<file path="src/rtl/dbg_halt_pkg.sv">
// Package: shared state type for the debug halt controller.
// Assumes: two-state run/halt sequencing is sufficient; stepping is a
// run state armed to stop on the next retire.
package dbg_halt_pkg;
    typedef enum logic [0:0] {
        ST_RUN  = 1'b0,
        ST_HALT = 1'b1
    } run_state_t;
endpackage

</file>
<file path="src/rtl/dbg_halt_legal.sv">
// Module: dbg_halt_legal
// Decides whether a decoded HALT is permitted. Only decodes seen while
// the core runs count. Assumes halt_op_i is a one-cycle decode strobe.
module dbg_halt_legal (
    input  logic dbg_en_i,
    input  logic user_halt_en_i,
    input  logic user_mode_i,
    input  logic halt_op_i,
    input  logic running_i,
    output logic halt_req_o,
    output logic halt_bad_o
);
    logic priv_ok;

    // Privilege and enable check for the HALT opcode
    always_comb begin
        priv_ok    = dbg_en_i && (!user_mode_i || user_halt_en_i);
        halt_req_o = running_i && halt_op_i && priv_ok;
        halt_bad_o = running_i && halt_op_i && !priv_ok;
    end
endmodule

</file>
<file path="src/rtl/dbg_run_fsm.sv">
// Module: dbg_run_fsm
// Holds the run/halt state and the registered illegal-opcode pulse.
// Assumes halt requests come pre-qualified from the legality stage and
// that a GO strobe is one cycle wide.
module dbg_run_fsm
    import dbg_halt_pkg::*;
(
    input  logic clk,
    input  logic rst_n,
    input  logic halt_req_i,
    input  logic halt_bad_i,
    input  logic step_en_i,
    input  logic retire_i,
    input  logic go_i,
    output logic run_en_o,
    output logic halted_o,
    output logic illegal_op_o
);
    run_state_t state_q, state_d;
    logic       step_stop;

    // Next-state: a halt cause stops the core, a GO releases it
    always_comb begin
        step_stop = step_en_i && retire_i;
        state_d   = state_q;
        case (state_q)
            ST_RUN:  if (halt_req_i || step_stop) state_d = ST_HALT;
            ST_HALT: if (go_i)                    state_d = ST_RUN;
            default: state_d = ST_RUN;
        endcase
    end

    // State and illegal-pulse registers
    always_ff @(posedge clk) begin
        if (!rst_n) begin
            state_q      <= ST_RUN;
            illegal_op_o <= 1'b0;
        end else begin
            state_q      <= state_d;
            illegal_op_o <= halt_bad_i;
        end
    end

    // Output decode of the run/halt state
    always_comb begin
        halted_o = (state_q == ST_HALT);
        run_en_o = (state_q == ST_RUN);
    end


    property p_halt_hold;
        @(posedge clk) disable iff (!rst_n) (halted_o && !go_i) |=> halted_o;
    endproperty
    halt_hold_chk: assert property (p_halt_hold);


    property p_go_release;
        @(posedge clk) disable iff (!rst_n) (halted_o && go_i) |=> run_en_o;
    endproperty
    go_release_chk: assert property (p_go_release);


    property p_step_stop;
        @(posedge clk) disable iff (!rst_n) (run_en_o && step_en_i && retire_i) |=> halted_o;
    endproperty
    step_stop_chk: assert property (p_step_stop);


    property p_go_ignored;
        @(posedge clk) disable iff (!rst_n)
            (run_en_o && go_i && !halt_req_i && !(step_en_i && retire_i)) |=> run_en_o;
    endproperty
    go_ignored_chk: assert property (p_go_ignored);


    property p_bad_pulse;
        @(posedge clk) disable iff (!rst_n) halt_bad_i |=> illegal_op_o;
    endproperty
    bad_pulse_chk: assert property (p_bad_pulse);
endmodule

</file>
<file path="src/rtl/dbg_irq_trace_gate.sv">
// Module: dbg_irq_trace_gate
// Combinational interrupt gating during stepping and trace-exception
// mode steering. Assumes trace_exc_i is valid only in its own cycle.
module dbg_irq_trace_gate (
    input  logic step_en_i,
    input  logic step_irq_ignore_i,
    input  logic irq_pending_i,
    input  logic trace_exc_i,
    input  logic trace_to_emu_i,
    output logic irq_mask_o,
    output logic irq_take_o,
    output logic trace_emu_o,
    output logic trace_sup_o
);
    // Interrupt mask and service grant
    always_comb begin
        irq_mask_o = step_en_i && step_irq_ignore_i;
        irq_take_o = irq_pending_i && !irq_mask_o;
    end

    // Trace exception entry mode select
    always_comb begin
        trace_emu_o = trace_exc_i && trace_to_emu_i;
        trace_sup_o = trace_exc_i && !trace_to_emu_i;
    end


    trace_excl_chk: assert final ($onehot0({trace_emu_o, trace_sup_o}));
endmodule

</file>
<file path="src/rtl/dbg_step_ctrl.sv">
// Module: dbg_step_ctrl (top)
// Debug halt and single-step controller. It ties together HALT legality,
// run/halt sequencing, and interrupt and trace gating. Assumes all inputs
// are synchronous to clk.
module dbg_step_ctrl (
    input  logic clk,
    input  logic rst_n,
    input  logic dbg_en_i,
    input  logic user_halt_en_i,
    input  logic step_en_i,
    input  logic step_irq_ignore_i,
    input  logic trace_to_emu_i,
    input  logic retire_i,
    input  logic halt_op_i,
    input  logic user_mode_i,
    input  logic go_i,
    input  logic irq_pending_i,
    input  logic trace_exc_i,
    output logic run_en_o,
    output logic halted_o,
    output logic illegal_op_o,
    output logic irq_mask_o,
    output logic irq_take_o,
    output logic trace_emu_o,
    output logic trace_sup_o
);
    logic halt_req, halt_bad;

    dbg_halt_legal u_legal (
        .dbg_en_i       (dbg_en_i),
        .user_halt_en_i (user_halt_en_i),
        .user_mode_i    (user_mode_i),
        .halt_op_i      (halt_op_i),
        .running_i      (run_en_o),
        .halt_req_o     (halt_req),
        .halt_bad_o     (halt_bad)
    );

    dbg_run_fsm u_fsm (
        .clk          (clk),
        .rst_n        (rst_n),
        .halt_req_i   (halt_req),
        .halt_bad_i   (halt_bad),
        .step_en_i    (step_en_i),
        .retire_i     (retire_i),
        .go_i         (go_i),
        .run_en_o     (run_en_o),
        .halted_o     (halted_o),
        .illegal_op_o (illegal_op_o)
    );

    dbg_irq_trace_gate u_gate (
        .step_en_i         (step_en_i),
        .step_irq_ignore_i (step_irq_ignore_i),
        .irq_pending_i     (irq_pending_i),
        .trace_exc_i       (trace_exc_i),
        .trace_to_emu_i    (trace_to_emu_i),
        .irq_mask_o        (irq_mask_o),
        .irq_take_o        (irq_take_o),
        .trace_emu_o       (trace_emu_o),
        .trace_sup_o       (trace_sup_o)
    );


    property p_no_bad_when_halted;
        @(posedge clk) disable iff (!rst_n) halted_o |=> !illegal_op_o;
    endproperty
    no_bad_when_halted_chk: assert property (p_no_bad_when_halted);


    property p_user_halt_blocked;
        @(posedge clk) disable iff (!rst_n)
            (run_en_o && halt_op_i && user_mode_i && !user_halt_en_i) |=> illegal_op_o;
    endproperty
    user_halt_blocked_chk: assert property (p_user_halt_blocked);
endmodule

</file>
<file path="config.mk">
export PLATFORM = sky130hd
export DESIGN_NAME = dbg_step_ctrl
export DESIGN_NICKNAME = d
export VERILOG_FILES = /design/src/rtl/dbg_halt_pkg.sv /design/src/rtl/dbg_halt_legal.sv /design/src/rtl/dbg_run_fsm.sv /design/src/rtl/dbg_irq_trace_gate.sv /design/src/rtl/dbg_step_ctrl.sv
export SDC_FILE = /design/constraint.sdc
export NUM_CORES = 1
export LEC_CHECK = 0
export BUFFER_PORTS_ARGS = -buffer_cell sky130_fd_sc_hd__buf_2
export CAP_MARGIN = 30
export CORE_AREA = 10 10 47 49
export CTS_CLUSTER_SIZE = 28
export DETAILED_ROUTE_END_ITERATION = 12
export DIE_AREA = 0 0 57 59
export SETUP_SLACK_MARGIN = 0.1
export SYNTH_ARGS = -nofsm -noshare
export SYNTH_HDL_FRONTEND = slang
export SYNTH_SLANG_ARGS = --single-unit
export TNS_END_PERCENT = 100
</file>
<file path="constraint.sdc">
create_clock -name clk -period 0.8 [get_ports clk]
set_input_delay 0.16 -clock clk [delete_from_list [all_inputs] [get_ports clk]]
set_output_delay 0.16 -clock clk [all_outputs]
set_load 0.1 [all_outputs]
</file>
==> run metrics, run 1 <==
status=complete, but fails checks; failing checks=negative setup slack; VDD IR-drop max=0.421 mV; Post-synth EDFFs=0; Via density=3.72; Synth cell types=9; largest net degree at the start of global routing=4; Final Hold Vio Count=0; Worst Setup Start Kind=flip-flop; syn avg cell area=8.13 sq um; max_slew headroom=91.7%; Crit path required time=0.64 ns; CTS root buf=clkbuf_4; min setup slack post-route=-0.218 ns; crit path kind=flip-flop to output port; Residual DRC=0; count of hold-fix buffers inserted at cts=0; effective utilization at floorplan=8.12%; diodes inserted=0; Synth Cell Area=114 sq um; ys async rst share=0%; FMAX=983 MHz; routing usage on met2=5.12%; Final ANT Viol Nets=0; Crit. End Element=output port; TritonCTS clock tree=built; chip height=59 microns; global-route wire length before repair=1100 microns; DR WL/cell=11.3 microns; GR Overflow Total=0; max_cap viols=0; Clock Skew=0.000424 ns; PwrDens=1590 nW/um^2; top area cells in the synthesized netlist=dfxtp_1 35%, nor2b_1 16%, and2_1 11%; Nets=56; clock sink total=2; Clk Latency, worst-skew pair=0.22 ns; Worst Hold Class=primary input to flip-flop; gp weighted congestion=0.710; busiest grt layer=met2; Cell Rows=14; DIE AREA=3360 sq um; top cells by count, synth=3 x nor2b_1, 2 x and2_1, 2 x dfxtp_1, 2 x inv_1; Seq/Total Area, Yosys=35.2%; CP Max Fanout=3; HPWL Detailed=520 microns; leading area contributor after synthesis=dfxtp_1; met3 Use GR=3.86%; core box area=1400 sq um; final setup fails=7; IO Pins=20; P_leak=0.000221 uW; Yosys top cell area share=35.2%; cell with the most instances after synthesis=nor2b_1; CTS buffer count=3; htree depth=1; vias post-DR=212; CP arrival=0.86 ns; worst slack at placement=-0.0926 ns; placed instance area=380 sq um; Bufs on Longest Clock Path=2; initial antenna violation count=0; gr usage total=4.27%; Initial DRT Pass Iterations=2; final instance area=470 sq um; DIE WIDTH=57 microns; unrepaired setup endpoints after global routing=true; post-synthesis cell count=14; ratio of cells with drive above 1 in the final layout=90.2%; Tot Pwr=749 uW; vias in the first global route=261; post-route setup TNS=-0.758 ns; Synth warnings=0; crit share post-route=127%; Fill cells=159; clk slew on worst S/H paths=0.03 ns; min Tclk post-route=1.02 ns; Layout area overhead=313%; Syn Nets=27; final WL=645 microns; register bit count reported by yosys=2; Worst Tran Pin Value=0.124 ns; Slew Limit Fails=0; port buffer count=19; Top FF cell, synth=dfxtp_1; DR iter-0 viols=2; met1 global-route usage=3.91%
==> cell usage in the layout (no fill, tap or decap) <==
cell        netlist  routed
buf_2             0       8
dfxtp_4           0       2
buf_12            0       7
inv_1             2       1
nand3_2           0       1
buf_8             0       1
nor2b_4           0       2
buf_4             0       3
clkbuf_4          0       3
buf_6             0       5
o21ai_2           1       2
and2_4            0       2
clkinvlp_4        0       1
nand3b_1          1       1
nor2b_1           3       1
o2bb2ai_1         1       1
==> path summary, 6_finish.rpt <==
check,start,endpoint,slack [ns],cells after the start
worst max-delay path,u_fsm.halted_o,run_en_o,-0.22,2
worst min-delay path,rst_n,u_fsm.halted_o,0.17,2
worst max register to register,u_fsm.halted_o,u_fsm.halted_o,-0.13,4
worst min register to register,u_fsm.halted_o,u_fsm.halted_o,0.67,3
==> registers in the layout, indices dropped and copies added (netlist names) <==
signal,count
u_fsm.illegal_op_o,1
u_fsm.halted_o,1
==> routing by layer <==
layer,share of wire (%),vias up
met5,0,-
met4,1.7,0
met3,18,2
met2,36,21
met1,45,88
li1,-,101
==> critical path, cell delays in order, from the launching register on <==
cell,delay [ns]
dfxtp_4,0.35
clkinvlp_4,0.10
buf_12,0.17
==> metrics by stage <==
step | hold slack [ns] | cells | util (%)
6_report | 0.168 | 57 | 33.6
5_1_grt | 0.184 | 57 | 33.6
4_1_cts | 0.156 | 56 | 32.3
3_5_place_dp | 0.386 | 51 | 27.1
3_3_place_gp | 0.382 | 51 | 27.1
2_1_floorplan | 0.276 | 14 | -
==> kinds of logic after synthesis <==
kind of cell | synth area share, %
DFF | 35.2
buffers and inverters | 6.60
and+or+nand+nor | 38.5
AOI/OAI and AO/OA | 19.8
==> power breakdown <==
part	switching [uW]	leakage [uW]	total, uW	internal (uW)
Sequential	8.59	0.0000178	116	107
Combinational	232	0.000189	410	178
Clock	57.5	0.0000138	223	165
==> final cells by class <==
| type | instances | area [sq um] | share of cell area [%] |
|---|---|---|---|
| well taps | 16 | 20.0 | 4.26 |
| clock buffers | 3 | 22.5 | 4.79 |
| repair buffers | 24 | 274 | 58.2 |
| multi-input cells | 10 | 95.1 | 20.2 |
| inverters | 2 | 11.3 | 2.39 |
| flip-flops and latches | 2 | 47.5 | 10.1 |
==> what timing repair did <==
| action | 4_1_cts | 5_1_grt |
|---|---|---|
| setup buffers | 2 | 1 |
| pin swaps | 2 | 2 |
| setup endpoints to repair | 9 | 9 |
| gates resized for setup | 7 | 2 |
Power figures use the tool's default switching activity.
==> run 2, diff against run 1 <==
- ABC_AREA: unset -> 1
==> run 2 against run 1 <==
Compared with the run above: the flow still finishes with violations (negative setup slack); via count rose by 11%; non-clock buffer count fell by 2; total power increased by 4.1%; critical path depth unchanged; area after synthesis is 14% higher; clock-buffer cell count is the same; register-to-register slack about the same; routed wire length decreased by 2.0%; core utilization is 4.7 points higher; cell area is 14% higher; clock power down 4%; first-iteration DRC count stayed put; critical endpoint unchanged.
==> run metrics, run 2 <==
status=complete, but fails checks; failing checks=negative setup slack; FMAX=973 MHz; leading area contributor after synthesis=dfxtp_1; Yosys top cell area share=30.8%; Worst path slowest cell=dfxtp_4; Crit path required time=0.64 ns; max_cap viols=0; Via density=3.62; global-route wire length before repair=1100 microns; port buffer count=19; diodes inserted=0; clk slew on worst S/H paths=0.03 ns; vias post-DR=235; Worst Hold Class=primary input to flip-flop; Syn Nets=37; WHS Endpoint=u_fsm.illegal_op_o; initial antenna violation count=0; Critical R2R Launch=u_fsm.halted_o; syn avg cell area=5.42 sq um; Pint=457 uW; Final Core Density=38.3%; Synth cell types=7; crit path kind=flip-flop to output port; top area cells in the synthesized netlist=dfxtp_1 31%, inv_1 23%, nand2_1 23%; leading cell type in the layout, fill and taps excluded=buf_12; Min Hold Slack=0.126 ns; dpl cells=59; Seq pwr share=15.1%; Fill cells=150; ratio of cells with drive above 1 in the final layout=79.6%; P_leak=0.000240 uW; Slew Limit Fails=0; htree depth=1; most frequent cells in the layout=9 x buf_12, 8 x buf_2, 4 x inv_1, 4 x nand2_1; Sw Share=41.4%; WHS Path Cells=2; Top FF cell, synth=dfxtp_1; CP arrival=0.87 ns; VDD IR-drop max=0.455 mV; gp weighted congestion=0.588; Seq/Total Area, Yosys=30.8%; top cells by count, synth=8 x inv_1, 8 x nand2_1, 3 x nor2_1, 2 x dfxtp_1; worst-path cell chain=clkinvlp_4 > buf_12; max_slew headroom=93.5%; vias in the first global route=276; register bit count reported by yosys=2; Post-synth EDFFs=0; GR Overflow Total=0; Nets=64; r2r setup slk=-0.12 ns; TritonCTS clock tree=built; DIE WIDTH=57 microns; Clk Latency, worst-skew pair=0.22 ns; largest net degree at the start of global routing=4; unrepaired setup endpoints after global routing=true; Crit. End Element=output port; Final ANT Viol Nets=0; final WL=632 microns; Bufs on Longest Clock Path=2; chip height=59 microns; PwrDens=1450 nW/um^2; gr usage total=4.44%; HP Start=dbg_en_i; Clock Skew=0.000650 ns; final setup fails=6; min Tclk post-route=1.03 ns; min setup slack post-route=-0.228 ns; HPWL Detailed=577 microns; Final Hold Vio Count=0; Worst Setup Start Kind=flip-flop; DIE AREA=3360 sq um; Reg2Reg Depth=5; Logic pwr share=57.4%; Worst Tran Pin Value=0.0976 ns; clock share of power=27.5%; count of hold-fix buffers inserted at cts=0; NetSw=322 uW; Layout area overhead=312%; post-route setup TNS=-0.671 ns; Initial DRT Pass Iterations=2; crit share post-route=128%; Synth Cell Area=130 sq um; IO Pins=20; ys async rst share=0%; worst slack at placement=-0.132 ns; DR WL/cell=9.72 microns; CTS buffer count=3; Post-Layout Cell Count=65; clock sink total=2; Cell Rows=14; Synth warnings=0; DR iter-0 viols=2; CTS root buf=clkbuf_4; CP Max Fanout=3; FF-to-FF End=u_fsm.halted_o; max incr delay on CP=0.36 ns; post-synthesis cell count=24; core box area=1400 sq um; Residual DRC=0; effective utilization at floorplan=9.29%
[run 2: changes by cell type after synthesis, sizes merged]
cell and change:
a21oi +2, and2 -2, inv +6, nand2 +8
nand3b -1, nor2 +3, nor2b -3, o21ai -2
o2bb2ai -1
[run 2: kinds of logic after synthesis]
| kind of cell | synth area share (%) |
|---|---|
| buffers and inverters | 23.1 |
| DFF | 30.8 |
| and+or+nand+nor | 35.6 |
| AOI/OAI and AO/OA | 10.6 |
[run 2: worst max-delay path by stage]
stage | start | endpoint | slack (ns) | depth (start not counted)
global placement | step_irq_ignore_i | irq_take_o | -0.12 | 5
CTS | u_fsm.halted_o | run_en_o | -0.24 | 2
floorplan | u_fsm.halted_o | u_fsm.halted_o | -0.65 | 4
global route | u_fsm.halted_o | run_en_o | -0.26 | 2
detailed placement | step_en_i | irq_take_o | -0.13 | 5
finish | u_fsm.halted_o | run_en_o | -0.23 | 2
[run 2: layout make-up]
cell class / count / area [sq um] / area share [%]
repair buffers: 22 / 273 / 50.8
multi-input cells: 14 / 120 / 22.4
inverters: 8 / 53.8 / 10.0
flip-flops and latches: 2 / 47.5 / 8.86
clock buffers: 3 / 22.5 / 4.20
well taps: 16 / 20.0 / 3.73
[run 2: what timing repair did]
item | 4_1_cts | 5_1_grt
setup endpoints to repair | 9 | 9
pin swaps | 4 | 3
buffers inserted | 3 | 0
resized for setup | 15 | 3
[run 2: through the flow]
step,power (uW),area [sq um]
after detailed placement,514,429
after global routing,831,537
after CTS,793,527
after global placement,510,429
final,779,537
after floorplan,348,209
[run 2: power by group through the flow]
stage	logic, uW	registers (uW)	clock network, uW
after detailed placement	393	121	0
after global placement	389	120	0
after global routing	466	118	246
after floorplan	178	170	0
final	447	118	215
after CTS	443	118	231
[run 2: metal layers]
metal	track usage [%]	part of all wire, %
met5	0	0
met4	5.03	0
met2	7.75	61
met3	4.08	20
met1	2.24	19
[run 2: critical path: cells and delay by family (launching register included)]
kind	cells	cell delay, ns
buffers and inverters	2	0.28
DFF	1	0.36
==> run 3, diff against run 2 <==
- BUFFER_PORTS_ARGS: -buffer_cell sky130_fd_sc_hd__buf_2 -> -buffer_cell sky130_fd_sc_hd__clkbuf_2
==> run 3 against run 2 <==
Compared with the run above: via count increased by 2.6%; the flow still finishes with violations (negative setup slack); cell area increased by 4.7%; sequential share of layout area decreased by 0.39 points; register-to-register slack got worse by 0.08 ns; flip-flop and latch count unchanged; setup slack improved by 0.00096 ns; clock skew about the same; clock-buffer cell count unchanged; largest power group unchanged; sequential power about the same.
==> run metrics, run 3 (synthesis results as in run 2) <==
failing checks=negative setup slack; global-route wire length before repair=1100 microns; Clock Skew=0.00111 ns; DIE AREA=3360 sq um; Cell Rows=14; Bufs on Longest Clock Path=2; CP Max Fanout=3; CTS root buf=clkbuf_4; GR Overflow Total=0; max_slew headroom=93.7%; PwrDens=1420 nW/um^2; vias post-DR=241; FMAX=974 MHz; Sw Share=41.3%; VDD IR-drop max=0.719 mV; htree depth=1; DR iter-0 viols=0; HPWL Detailed=598 microns; clk slew on worst S/H paths=0.03 ns; vias in the first global route=293; Logic pwr share=57.7%; most frequent cells in the layout=8 x clkbuf_2, 7 x buf_12, 4 x inv_1, 4 x nand2_1; Worst Hold Class=primary input to flip-flop; Final ANT Viol Nets=0; P_leak=0.000255 uW; Clk Latency, worst-skew pair=0.22 ns; Final Core Density=40.1%; NetSw=330 uW; Seq pwr share=14.7%; CTS buffer count=3; DIE WIDTH=57 microns; diodes inserted=0; status=complete, but fails checks; clock share of power=27.5%; initial antenna violation count=0; unrepaired setup endpoints after global routing=true; CP arrival=0.87 ns; TritonCTS clock tree=built; Nets=65; final WL=700 microns; Worst Setup Start Kind=flip-flop; Worst Tran Pin Value=0.0944 ns; leading cell type in the layout, fill and taps excluded=clkbuf_2; Crit path required time=0.64 ns; crit path kind=flip-flop to output port; Layout area overhead=332%; Slew Limit Fails=0; chip height=59 microns; Final Hold Vio Count=0; final setup fails=7; IO Pins=20; max_cap viols=0; gr usage total=4.44%; Pint=470 uW; DR WL/cell=10.6 microns; port buffer count=19; largest net degree at the start of global routing=4; count of hold-fix buffers inserted at cts=0; effective utilization at floorplan=9.29%; Crit. End Element=output port; clock sink total=2; min setup slack post-route=-0.227 ns; Residual DRC=0; gp weighted congestion=0.596; ratio of cells with drive above 1 in the final layout=80.0%; Via density=3.65; core box area=1400 sq um; Initial DRT Pass Iterations=1; min Tclk post-route=1.03 ns; crit share post-route=128%; Min Hold Slack=0.113 ns
==> run 3: power groups by stage <==
stage,Sequential [uW],Clock (uW),Combinational [uW]
2_1_floorplan,170,0,178
3_3_place_gp,120,0,389
3_5_place_dp,121,0,393
4_1_cts,118,235,449
5_1_grt,118,239,480
6_report,118,220,462
==> run 3: path summary, 6_finish.rpt <==
check                       from                 end  slack, ns  depth (start not counted)
setup / recovery  u_fsm.halted_o            run_en_o      -0.23                          2
hold / removal          dbg_en_i  u_fsm.illegal_op_o       0.11                          2
setup reg to reg  u_fsm.halted_o      u_fsm.halted_o      -0.20                          6
hold reg to reg   u_fsm.halted_o  u_fsm.illegal_op_o       0.66                          4
==> run 3: layout make-up <==
type,count,area (sq um)
Sequential cell,2,47.5
Tap cell,16,20.0
Inverter,8,53.8
Multi-Input combinational cell,14,120
Timing Repair Buffer,23,298
Clock buffer,3,22.5
Fill cell,153,840
==> run 3: what timing repair did <==
item                       CTS  global route
buffers inserted             3             1
setup endpoints to repair    9             9
gates cloned                 0             0
pin swaps                    3             4
resized for setup           12             5
==> run 3: per-layer routing <==
layer	wire length, microns	GRT usage, %	share of wire [%]	vias to the layer above
met1	161	2.12	23	109
met4	0	4.03	0	0
met2	422	8.22	60	11
met5	0	0	0	-
li1	-	-	-	121
met3	116	4.29	17	0
==> run 3: through the flow <==
stage / total power (uW) / TNS (ns) / cells / cell area (sq um) / setup WS (ns)
after floorplan: 348 / -1.77 / 24 / 209 / -0.653
after global placement: 510 / -0.319 / 59 / 429 / -0.127
after detailed placement: 514 / -0.396 / 59 / 429 / -0.149
after CTS: 802 / -0.818 / 65 / 543 / -0.237
after global routing: 838 / -0.956 / 66 / 562 / -0.246
final: 800 / -0.794 / 66 / 562 / -0.227
==> run 3: worst max-delay path, cell delays in order (launching register included) <==
cell and delay (ns):
dfxtp_4 0.36, clkinvlp_4 0.11, buf_12 0.17
